## src/rtl/ee_pkg.sv

```systemverilog
package ee_pkg;

   typedef enum logic [2:0] {
      ST_OFF,
      ST_IDLE,
      ST_OPC,
      ST_ADR,
      ST_DAT,
      ST_RD,
      ST_STAT,
      ST_HOLD
   } ee_state_t;

   localparam logic [1:0] OP_SPECIAL = 2'b00;
   localparam logic [1:0] OP_WRITE   = 2'b01;
   localparam logic [1:0] OP_READ    = 2'b10;
   localparam logic [1:0] OP_ERASE   = 2'b11;

   localparam logic [1:0] SUB_LOCK   = 2'b00;
   localparam logic [1:0] SUB_ERAALL = 2'b01;
   localparam logic [1:0] SUB_WRALL  = 2'b10;
   localparam logic [1:0] SUB_UNLOCK = 2'b11;

endpackage

```

## src/rtl/ee_sync.sv

```systemverilog
module ee_sync #(
   parameter int W      = 3,
   parameter int STAGES = 2
) (
   input  logic         clk,
   input  logic         rst_n,
   input  logic [W-1:0] d,
   output logic [W-1:0] q
);

   logic [W-1:0] chain [STAGES];

   generate
      if (STAGES < 2) begin : g_bad_stages
         $error("ee_sync: STAGES must be at least 2");
      end
      for (genvar s = 0; s < STAGES; s++) begin : g_stage
         if (s == 0) begin : g_first
            always_ff @(posedge clk or negedge rst_n) begin
               if (!rst_n) chain[0] <= '0;
               else        chain[0] <= d;
            end
         end else begin : g_next
            always_ff @(posedge clk or negedge rst_n) begin
               if (!rst_n) chain[s] <= '0;
               else        chain[s] <= chain[s-1];
            end
         end
      end
   endgenerate

   assign q = chain[STAGES-1];

endmodule

```

## src/rtl/ee_prog_timer.sv

```systemverilog
module ee_prog_timer #(
   parameter int CYCLES = 2000
) (
   input  logic clk,
   input  logic rst_n,
   input  logic start,
   output logic busy
);

   localparam int CW = $clog2(CYCLES + 1);

   logic [CW-1:0] left;

   generate
      if (CYCLES < 1) begin : g_bad_cycles
         $error("ee_prog_timer: CYCLES must be at least 1");
      end
   endgenerate

   always_ff @(posedge clk or negedge rst_n) begin
      if (!rst_n)
         left <= '0;
      else if (start)
         left <= CW'(CYCLES);
      else if (left != '0)
         left <= left - 1'b1;
   end

   assign busy = (left != '0);

endmodule

```

## src/rtl/ee_array.sv

```systemverilog
module ee_array #(
   parameter int AW8 = 8
) (
   input  logic           clk,
   input  logic           rst_n,
   input  logic           wr_one,
   input  logic           wr_all,
   input  logic           wide,
   input  logic [AW8-1:0] wr_adr,
   input  logic [15:0]    wr_dat,
   input  logic [AW8-1:0] rd_adr,
   output logic [7:0]     rd_byte
);

   localparam int BYTES = 1 << AW8;

   logic [7:0] cells [BYTES];

   generate
      for (genvar i = 0; i < BYTES; i++) begin : g_cell
         localparam logic [AW8-1:0] IDX = AW8'(i);
         logic       hit;
         logic [7:0] val;
         logic [7:0] cell_q;

         assign hit = wr_all |
                      (wr_one & (wide ? (wr_adr[AW8-2:0] == IDX[AW8-1:1])
                                      : (wr_adr == IDX)));
         assign val = wide ? (IDX[0] ? wr_dat[7:0] : wr_dat[15:8]) : wr_dat[7:0];

         always_ff @(posedge clk or negedge rst_n) begin
            if (!rst_n)   cell_q <= 8'hFF;
            else if (hit) cell_q <= val;
         end

         assign cells[i] = cell_q;
      end
   endgenerate

   assign rd_byte = cells[rd_adr];

endmodule

```

## src/rtl/ee_ctrl.sv

```systemverilog
module ee_ctrl
   import ee_pkg::*;
#(
   parameter int AW16 = 7
) (
   input  logic              clk,
   input  logic              rst_n,
   input  logic              cs_s,
   input  logic              scl_s,
   input  logic              di_s,
   input  logic              org,
   input  logic              busy,
   input  logic [7:0]        rd_byte,
   output logic [AW16:0]     rd_adr,
   output logic [AW16:0]     wr_adr,
   output logic [15:0]       wr_dat,
   output logic              wr_one,
   output logic              wr_all,
   output logic              wen,
   output logic              do_q,
   output logic              do_oe
);

   localparam int AW8 = AW16 + 1;
   localparam int CW  = 5;

   ee_state_t      st;
   logic [1:0]     opc;
   logic [CW-1:0]  cnt;
   logic [CW-1:0]  n_adr;
   logic [CW-1:0]  n_dat;
   logic [AW8-1:0] adr;
   logic [AW8-1:0] nxt_adr;
   logic [AW8-1:0] adr_inc;
   logic [15:0]    dat;
   logic [15:0]    nxt_dat;
   logic [3:0]     idx;
   logic [3:0]     idx_last;
   logic [1:0]     sub;
   logic           scl_prev;
   logic           scl_rise;
   logic           rd_bit;

   assign scl_rise = scl_s & ~scl_prev;
   assign n_adr    = org ? CW'(AW16) : CW'(AW8);
   assign n_dat    = org ? CW'(16) : CW'(8);
   assign idx_last = n_dat[3:0] - 4'd1;
   assign nxt_adr  = {adr[AW8-2:0], di_s};
   assign nxt_dat  = {dat[14:0], di_s};
   assign sub      = org ? nxt_adr[AW16-1:AW16-2] : nxt_adr[AW8-1:AW8-2];
   assign adr_inc  = org ? {1'b0, adr[AW16-1:0] + 1'b1} : adr + 1'b1;
   assign rd_adr   = org ? {adr[AW16-1:0], idx[3]} : adr;
   assign rd_bit   = rd_byte[3'd7 - idx[2:0]];
   assign wr_adr   = adr;
   assign wr_dat   = dat;
   assign do_oe    = cs_s & ((st == ST_RD) | (st == ST_STAT));

   always_ff @(posedge clk or negedge rst_n) begin
      if (!rst_n) scl_prev <= 1'b0;
      else        scl_prev <= scl_s;
   end

   always_ff @(posedge clk or negedge rst_n) begin
      if (!rst_n) begin
         st     <= ST_OFF;
         opc    <= 2'b00;
         cnt    <= '0;
         adr    <= '0;
         dat    <= '0;
         idx    <= '0;
         wen    <= 1'b0;
         do_q   <= 1'b0;
         wr_one <= 1'b0;
         wr_all <= 1'b0;
      end else begin
         wr_one <= 1'b0;
         wr_all <= 1'b0;
         if (!cs_s) begin
            st   <= ST_OFF;
            do_q <= 1'b0;
         end else begin
            case (st)
               ST_OFF: begin
                  do_q <= 1'b0;
                  st   <= busy ? ST_STAT : ST_IDLE;
               end
               ST_IDLE: begin
                  if (scl_rise && di_s) begin
                     st  <= ST_OPC;
                     cnt <= '0;
                  end
               end
               ST_OPC: begin
                  if (scl_rise) begin
                     opc <= {opc[0], di_s};
                     if (cnt == CW'(1)) begin
                        st  <= ST_ADR;
                        cnt <= '0;
                        adr <= '0;
                     end else begin
                        cnt <= cnt + 1'b1;
                     end
                  end
               end
               ST_ADR: begin
                  if (scl_rise) begin
                     adr <= nxt_adr;
                     if (cnt == n_adr - CW'(1)) begin
                        cnt <= '0;
                        dat <= '0;
                        idx <= '0;
                        st  <= ST_HOLD;
                        case (opc)
                           OP_READ: begin
                              st   <= ST_RD;
                              do_q <= 1'b0;
                           end
                           OP_WRITE: begin
                              if (wen) st <= ST_DAT;
                           end
                           OP_ERASE: begin
                              if (wen) begin
                                 wr_one <= 1'b1;
                                 dat    <= '1;
                              end
                           end
                           default: begin
                              case (sub)
                                 SUB_UNLOCK: wen <= 1'b1;
                                 SUB_LOCK:   wen <= 1'b0;
                                 SUB_ERAALL: begin
                                    if (wen) begin
                                       wr_all <= 1'b1;
                                       dat    <= '1;
                                    end
                                 end
                                 SUB_WRALL: begin
                                    if (wen) st <= ST_DAT;
                                 end
                                 default: ;
                              endcase
                           end
                        endcase
                     end else begin
                        cnt <= cnt + 1'b1;
                     end
                  end
               end
               ST_DAT: begin
                  if (scl_rise) begin
                     dat <= nxt_dat;
                     if (cnt == n_dat - CW'(1)) begin
                        st <= ST_HOLD;
                        if (opc == OP_WRITE) wr_one <= 1'b1;
                        else                 wr_all <= 1'b1;
                     end else begin
                        cnt <= cnt + 1'b1;
                     end
                  end
               end
               ST_RD: begin
                  if (scl_rise) begin
                     do_q <= rd_bit;
                     if (idx == idx_last) begin
                        idx <= '0;
                        adr <= adr_inc;
                     end else begin
                        idx <= idx + 1'b1;
                     end
                  end
               end
               ST_STAT: do_q <= ~busy;
               default: ;
            endcase
         end
      end
   end

endmodule

```

## src/rtl/serial_eeprom_slave.sv

```systemverilog
module serial_eeprom_slave #(
   parameter int ADDR_W16    = 7,
   parameter int PROG_CYCLES = 2000,
   parameter int SYNC_STAGES = 2
) (
   input  logic clk,
   input  logic rst_n,
   input  logic cs,
   input  logic scl,
   input  logic di,
   input  logic org,
   output logic do_o,
   output logic do_oe
);

   localparam int AW8 = ADDR_W16 + 1;

   logic [3:0]     pins_s;
   logic           cs_s;
   logic           scl_s;
   logic           di_s;
   logic           org_s;
   logic           busy;
   logic           wen;
   logic           wr_one;
   logic           wr_all;
   logic [AW8-1:0] rd_adr;
   logic [AW8-1:0] wr_adr;
   logic [15:0]    wr_dat;
   logic [7:0]     rd_byte;

   generate
      if (ADDR_W16 < 2 || ADDR_W16 > 10) begin : g_bad_aw
         $error("serial_eeprom_slave: ADDR_W16 must lie in 2..10");
      end
   endgenerate

   ee_sync #(.W(4), .STAGES(SYNC_STAGES)) u_sync (
      .clk   (clk),
      .rst_n (rst_n),
      .d     ({org, di, scl, cs}),
      .q     (pins_s)
   );

   assign {org_s, di_s, scl_s, cs_s} = pins_s;

   ee_ctrl #(.AW16(ADDR_W16)) u_ctrl (
      .clk     (clk),
      .rst_n   (rst_n),
      .cs_s    (cs_s),
      .scl_s   (scl_s),
      .di_s    (di_s),
      .org     (org_s),
      .busy    (busy),
      .rd_byte (rd_byte),
      .rd_adr  (rd_adr),
      .wr_adr  (wr_adr),
      .wr_dat  (wr_dat),
      .wr_one  (wr_one),
      .wr_all  (wr_all),
      .wen     (wen),
      .do_q    (do_o),
      .do_oe   (do_oe)
   );

   ee_array #(.AW8(AW8)) u_array (
      .clk     (clk),
      .rst_n   (rst_n),
      .wr_one  (wr_one),
      .wr_all  (wr_all),
      .wide    (org_s),
      .wr_adr  (wr_adr),
      .wr_dat  (wr_dat),
      .rd_adr  (rd_adr),
      .rd_byte (rd_byte)
   );

   ee_prog_timer #(.CYCLES(PROG_CYCLES)) u_timer (
      .clk   (clk),
      .rst_n (rst_n),
      .start (wr_one | wr_all),
      .busy  (busy)
   );

endmodule


```

## config.mk

```make
export PLATFORM = sky130hd
export DESIGN_NAME = serial_eeprom_slave
export DESIGN_NICKNAME = d
export VERILOG_FILES = /design/src/rtl/ee_pkg.sv /design/src/rtl/ee_sync.sv /design/src/rtl/ee_prog_timer.sv /design/src/rtl/ee_array.sv /design/src/rtl/ee_ctrl.sv /design/src/rtl/serial_eeprom_slave.sv
export SDC_FILE = /design/constraint.sdc
export NUM_CORES = 2
export LEC_CHECK = 0
export ABC_AREA = 0
export BUFFER_PORTS_ARGS = -buffer_cell sky130_fd_sc_hd__buf_4
export CELL_PAD_IN_SITES_DETAIL_PLACEMENT = 1
export CELL_PAD_IN_SITES_GLOBAL_PLACEMENT = 1
export CORE_ASPECT_RATIO = 1.1
export CORE_UTILIZATION = 53
export CTS_CLUSTER_SIZE = 40
export DETAILED_ROUTE_END_ITERATION = 8
export PLACE_DENSITY = 0.78
export RECOVER_POWER = 100
export REMOVE_ABC_BUFFERS = 1
export SETUP_SLACK_MARGIN = 0.5
export SLEW_MARGIN = 20
export SYNTH_ARGS = -nofsm -noshare
export SYNTH_HDL_FRONTEND = slang
export SYNTH_SLANG_ARGS = --single-unit
```

## constraint.sdc

```tcl
create_clock -name clk -period 4.4 [get_ports clk]
set_clock_uncertainty 0.2 [all_clocks]
set_input_delay 0.22 -clock clk [delete_from_list [all_inputs] [get_ports clk]]
set_output_delay 0.22 -clock clk [all_outputs]
set_load 0.005 [all_outputs]
```

==> results by group <==
Run status
  – Outcome: complete, but fails checks
  – Failing checks: capacitance limit, slew limit, setup timing

Timing
  – Setup slack after layout: -125 ps
  – Final Hold Viols: 0
  – Final setup fails: 29
  – Rel. slew slack: -134%
  – Final period demand of the worst path: 4520 ps
  – Count of final max-slew check failures: 260
  – Worst Tran Pin Value: 3510 ps
  – Unrepaired setup endpoints after global routing: true
  – Period utilisation layout: 103%
  – Max Freq: 221 MHz

Place
  – Placed cells: 11207
  – Port Buf Inserts: 7
  – RD Place Congestion: 1.02
  – HPWL Detailed: 257000 µm

Logic synthesis
  – Mapped Cells: 8751
  – Post-synthesis mux area share: 26.2%
  – Post-synth EDFFs: 0
  – Post-synthesis cell type count: 77
  – Post-Synth Adder-Cell Area: 0.132%
  – Synth area leader: dfstp_2
  – Synth area leaders: dfstp_2 52%, mux2_2 22%, nand2_1 4.7%, mux2i_1 2.3%, nand3_1 2.1%
  – FFs w/ async S/R, synth: 100%
  – Post-synthesis compound-gate area fraction: 8.02%
  – Synthesized area: 104000 µm²
  – Register area share after synthesis: 53.2%
  – FF+latch count, synth: 2110
  – Combinational family with the most area after synthesis: multiplexers
  – Simple-Gate Fraction of Synth Area: 9.13%
  – Top FF cell, synth: dfstp_2
  – Yosys warns: 0
  – Mean Syn Cell Area: 11.9 µm²
  – Post-synth top area share: 51.7%
  – Synth Area in XOR/XNOR: 0.0842%

Clocking
  – CTS tree: yes
  – Clk Latency, worst-skew pair: 940 ps
  – Root buffer cell: clkbuf_16
  – Clock Sinks: 2110
  – CTS clock-pin slew for the worst setup and hold paths: 70 ps
  – Total CTS buffers: 220
  – CTS H-Tree Depth: 4
  – Clk buf depth: 3

Detailed routing
  – Post-DRT Antenna Nets: 0
  – Via count: 82242
  – Final WL: 423000 µm
  – Post-DR wirelength/cell: 36.1 µm
  – Detailed-router iteration count before antenna repair: 6
  – Via density: 7.01
  – DR DRC count: 0
  – Starting DRT DRC Count: 9282

Floorplan
  – Die area: 198000 µm²
  – Row count: 170
  – I/O pins: 8
  – Die W: 424 µm
  – Die H: 467 µm
  – Initial Util: 53.4%
  – Core area: 195000 µm²

Critical path
  – Slowest-stage cell, CP: clkbuf_1
  – Startpoint Class: register
  – Slowest cell delay on critical path: 1030 ps
  – CP most frequent cell: clkbuf_1
  – Required time of the critical path: 5020 ps
  – Critical Path AT: 5150 ps
  – Crit Path Category: reg2reg
  – Setup crit end kind: register
  – CP cell instances: buf_16 -> ha_1 -> nand3_1 -> clkbuf_1 -> nor2_1 -> a21oi_1 -> clkbuf_1 -> mux2_2
  – Worst-path fanout max: 24

Worst hold path
  – HP Class: reg2reg

Cells and area
  – Area Growth Syn to Fin: 15.4%
  – Commonest non-fill, non-tap cell in the layout: dfstp_2
  – Layout Cells excl Fill: 11731
  – Most frequent cells in the layout: 2048 x dfstp_2, 1978 x mux2_2, 1302 x nand2_1
  – Fin nets: 8970
  – Share of cells above drive strength 1: 58.2%
  – Post-layout util: 61.6%
  – Fill cells: 19072

GRT
  – First-pass GRT wire length: 606000 µm
  – GRT Total Usage: 41.5%
  – Largest net degree at the start of global routing: 163
  – GRT overflow: 0
  – Vias in the first global route: 86300
  – Antenna violations before repair: 25

Pwr
  – PD cells: 484 nW/µm²
  – Leak pwr: 47.4 nW
  – Worst VDD drop: 0.000703 V

Job
  – Maxcap violations: 3
[flip-flops by register name (all words and copies together), names as in the netlist]
name,cells
u_ctrl.opc,2
u_ctrl.wr_adr,8
u_array.g_cell.cell_q,2048
u_ctrl.do_q,1
u_ctrl.wr_dat,16
u_timer.left,11
u_ctrl.idx,4
u_ctrl.wen,1
u_sync.chain,4
u_ctrl.scl_prev,1
u_ctrl.wr_one,1
u_sync.q,4
u_ctrl.cnt,5
u_ctrl.wr_all,1
u_ctrl.st,3
[report_power, final]
group | switching (W) | internal [W] | total [W]
clock | 0.00843 | 0.0118 | 0.0202
combinational | 0.0133 | 0.00449 | 0.0177
sequential | 0.000566 | 0.0196 | 0.0202
total | 0.0223 | 0.0359 | 0.0581
[metal layers]
metal	up-vias	track usage [%]	share of wire, %
met1	43397	52.5	38
met5	-	0	0.023
met4	16	25.9	6.7
met2	5031	63.2	45
li1	32214	-	-
met3	1584	11.4	10
[path summary, 6_finish.rpt]
kind / start / cells after the start / slack [ps] / endpoint
hold reg to reg: u_sync.chain[6] / 0 / 160 / u_sync.q[2]
min in group asynchronous: rst_n / 2 / 1880 / u_array.g_cell[118].cell_q[7]
max in group asynchronous: rst_n / 3 / 410 / u_array.g_cell[161].cell_q[4]
hold / removal: u_sync.chain[6] / 0 / 160 / u_sync.q[2]
setup / recovery: u_ctrl.wr_adr[0] / 8 / -120 / u_array.g_cell[223].cell_q[1]
setup reg to reg: u_ctrl.wr_adr[0] / 8 / -120 / u_array.g_cell[223].cell_q[1]
[logic make-up (layout without fill, tap and decap cells)]
group / Yosys count / count (layout)
compound gates: 1302 / 1303
xor+xnor: 10 / 10
fa+ha+maj: 11 / 11
buf+inv: 774 / 1164
flops: 2110 / 2110
mux: 2353 / 2353
other cells: 0 / 9
simple gates: 2191 / 2191
[synth_stat cells, types with 6 or more instances]
cell type,n
dfstp_2,2048
and2_1,13
ha_1,11
nand3_1,444
buf_4,38
o21ai_0,122
nand2_1,1308
a311oi_1,50
mux4_2,91
a221oi_1,40
a21oi_1,411
o221ai_1,83
buf_6,12
buf_1,51
a22oi_1,38
clkbuf_1,466
a21o_1,20
or3_1,9
nand4_1,71
o31ai_1,12
nand2b_1,21
a32oi_1,58
o22ai_1,232
or2_2,9
and3_1,67
inv_1,15
nor2b_1,22
buf_2,191
dfrtp_1,62
a31o_2,6
nor2_1,152
mux2i_1,238
a211oi_1,12
nor3_1,19
xnor2_1,6
nor4_1,39
a31oi_1,154
mux2_2,2020
o2111ai_1,12
o211ai_1,9
[timing repair]
item / CTS / global route
hold endpoints to repair: 297 / 0
hold buffers: 9 / 0
setup buffers: 22 / 47
pin swaps: 11 / 30
gates cloned: 4 / 20
gates resized for setup: 85 / 125
setup endpoints to repair: 496 / 182
[final cells by class]
type / count / area [µm²] / share of cell area (%)
sequential: 2110 / 55400 / 46.1
timing repair buffer: 737 / 7050 / 5.88
tap: 2580 / 3230 / 2.69
multi-input combinational: 5868 / 46500 / 38.8
inverter: 16 / 60.1 / 0.0500
clock buffer: 339 / 6740 / 5.61
clock inverter: 72 / 1020 / 0.846
antenna: 9 / 22.5 / 0.0188
[metrics by stage]
| step | instance area [µm²] | worst slack [ps] | hold slack (ps) | total power (W) | TNS (ps) |
|---|---|---|---|---|---|
| 5_1_grt | 120000 | 33.2 | 174 | 0.0588 | 0 |
| 3_5_place_dp | 111000 | -372 | 132 | 0.0360 | -372 |
| 2_1_floorplan | 101000 | -20760 | -276 | 0.0263 | -3386880 |
| 6_report | 120000 | -125 | 160 | 0.0581 | -1800 |
| 4_1_cts | 119000 | 155 | 139 | 0.0564 | 0 |
| 3_3_place_gp | 110000 | -301 | 131 | 0.0358 | -301 |
[worst max-delay path: cells and delay by family (launching register included)]
| family | cells | cell delay (ps) |
|---|---|---|
| adders and majority gates | 1 | 480 |
| DFF | 1 | 560 |
| AOI/OAI and AO/OA | 1 | 250 |
| and+or+nand+nor | 2 | 680 |
| buffers and inverters | 3 | 1770 |
| muxes | 1 | 410 |
Note: power is estimated with default switching activity, not from simulation.
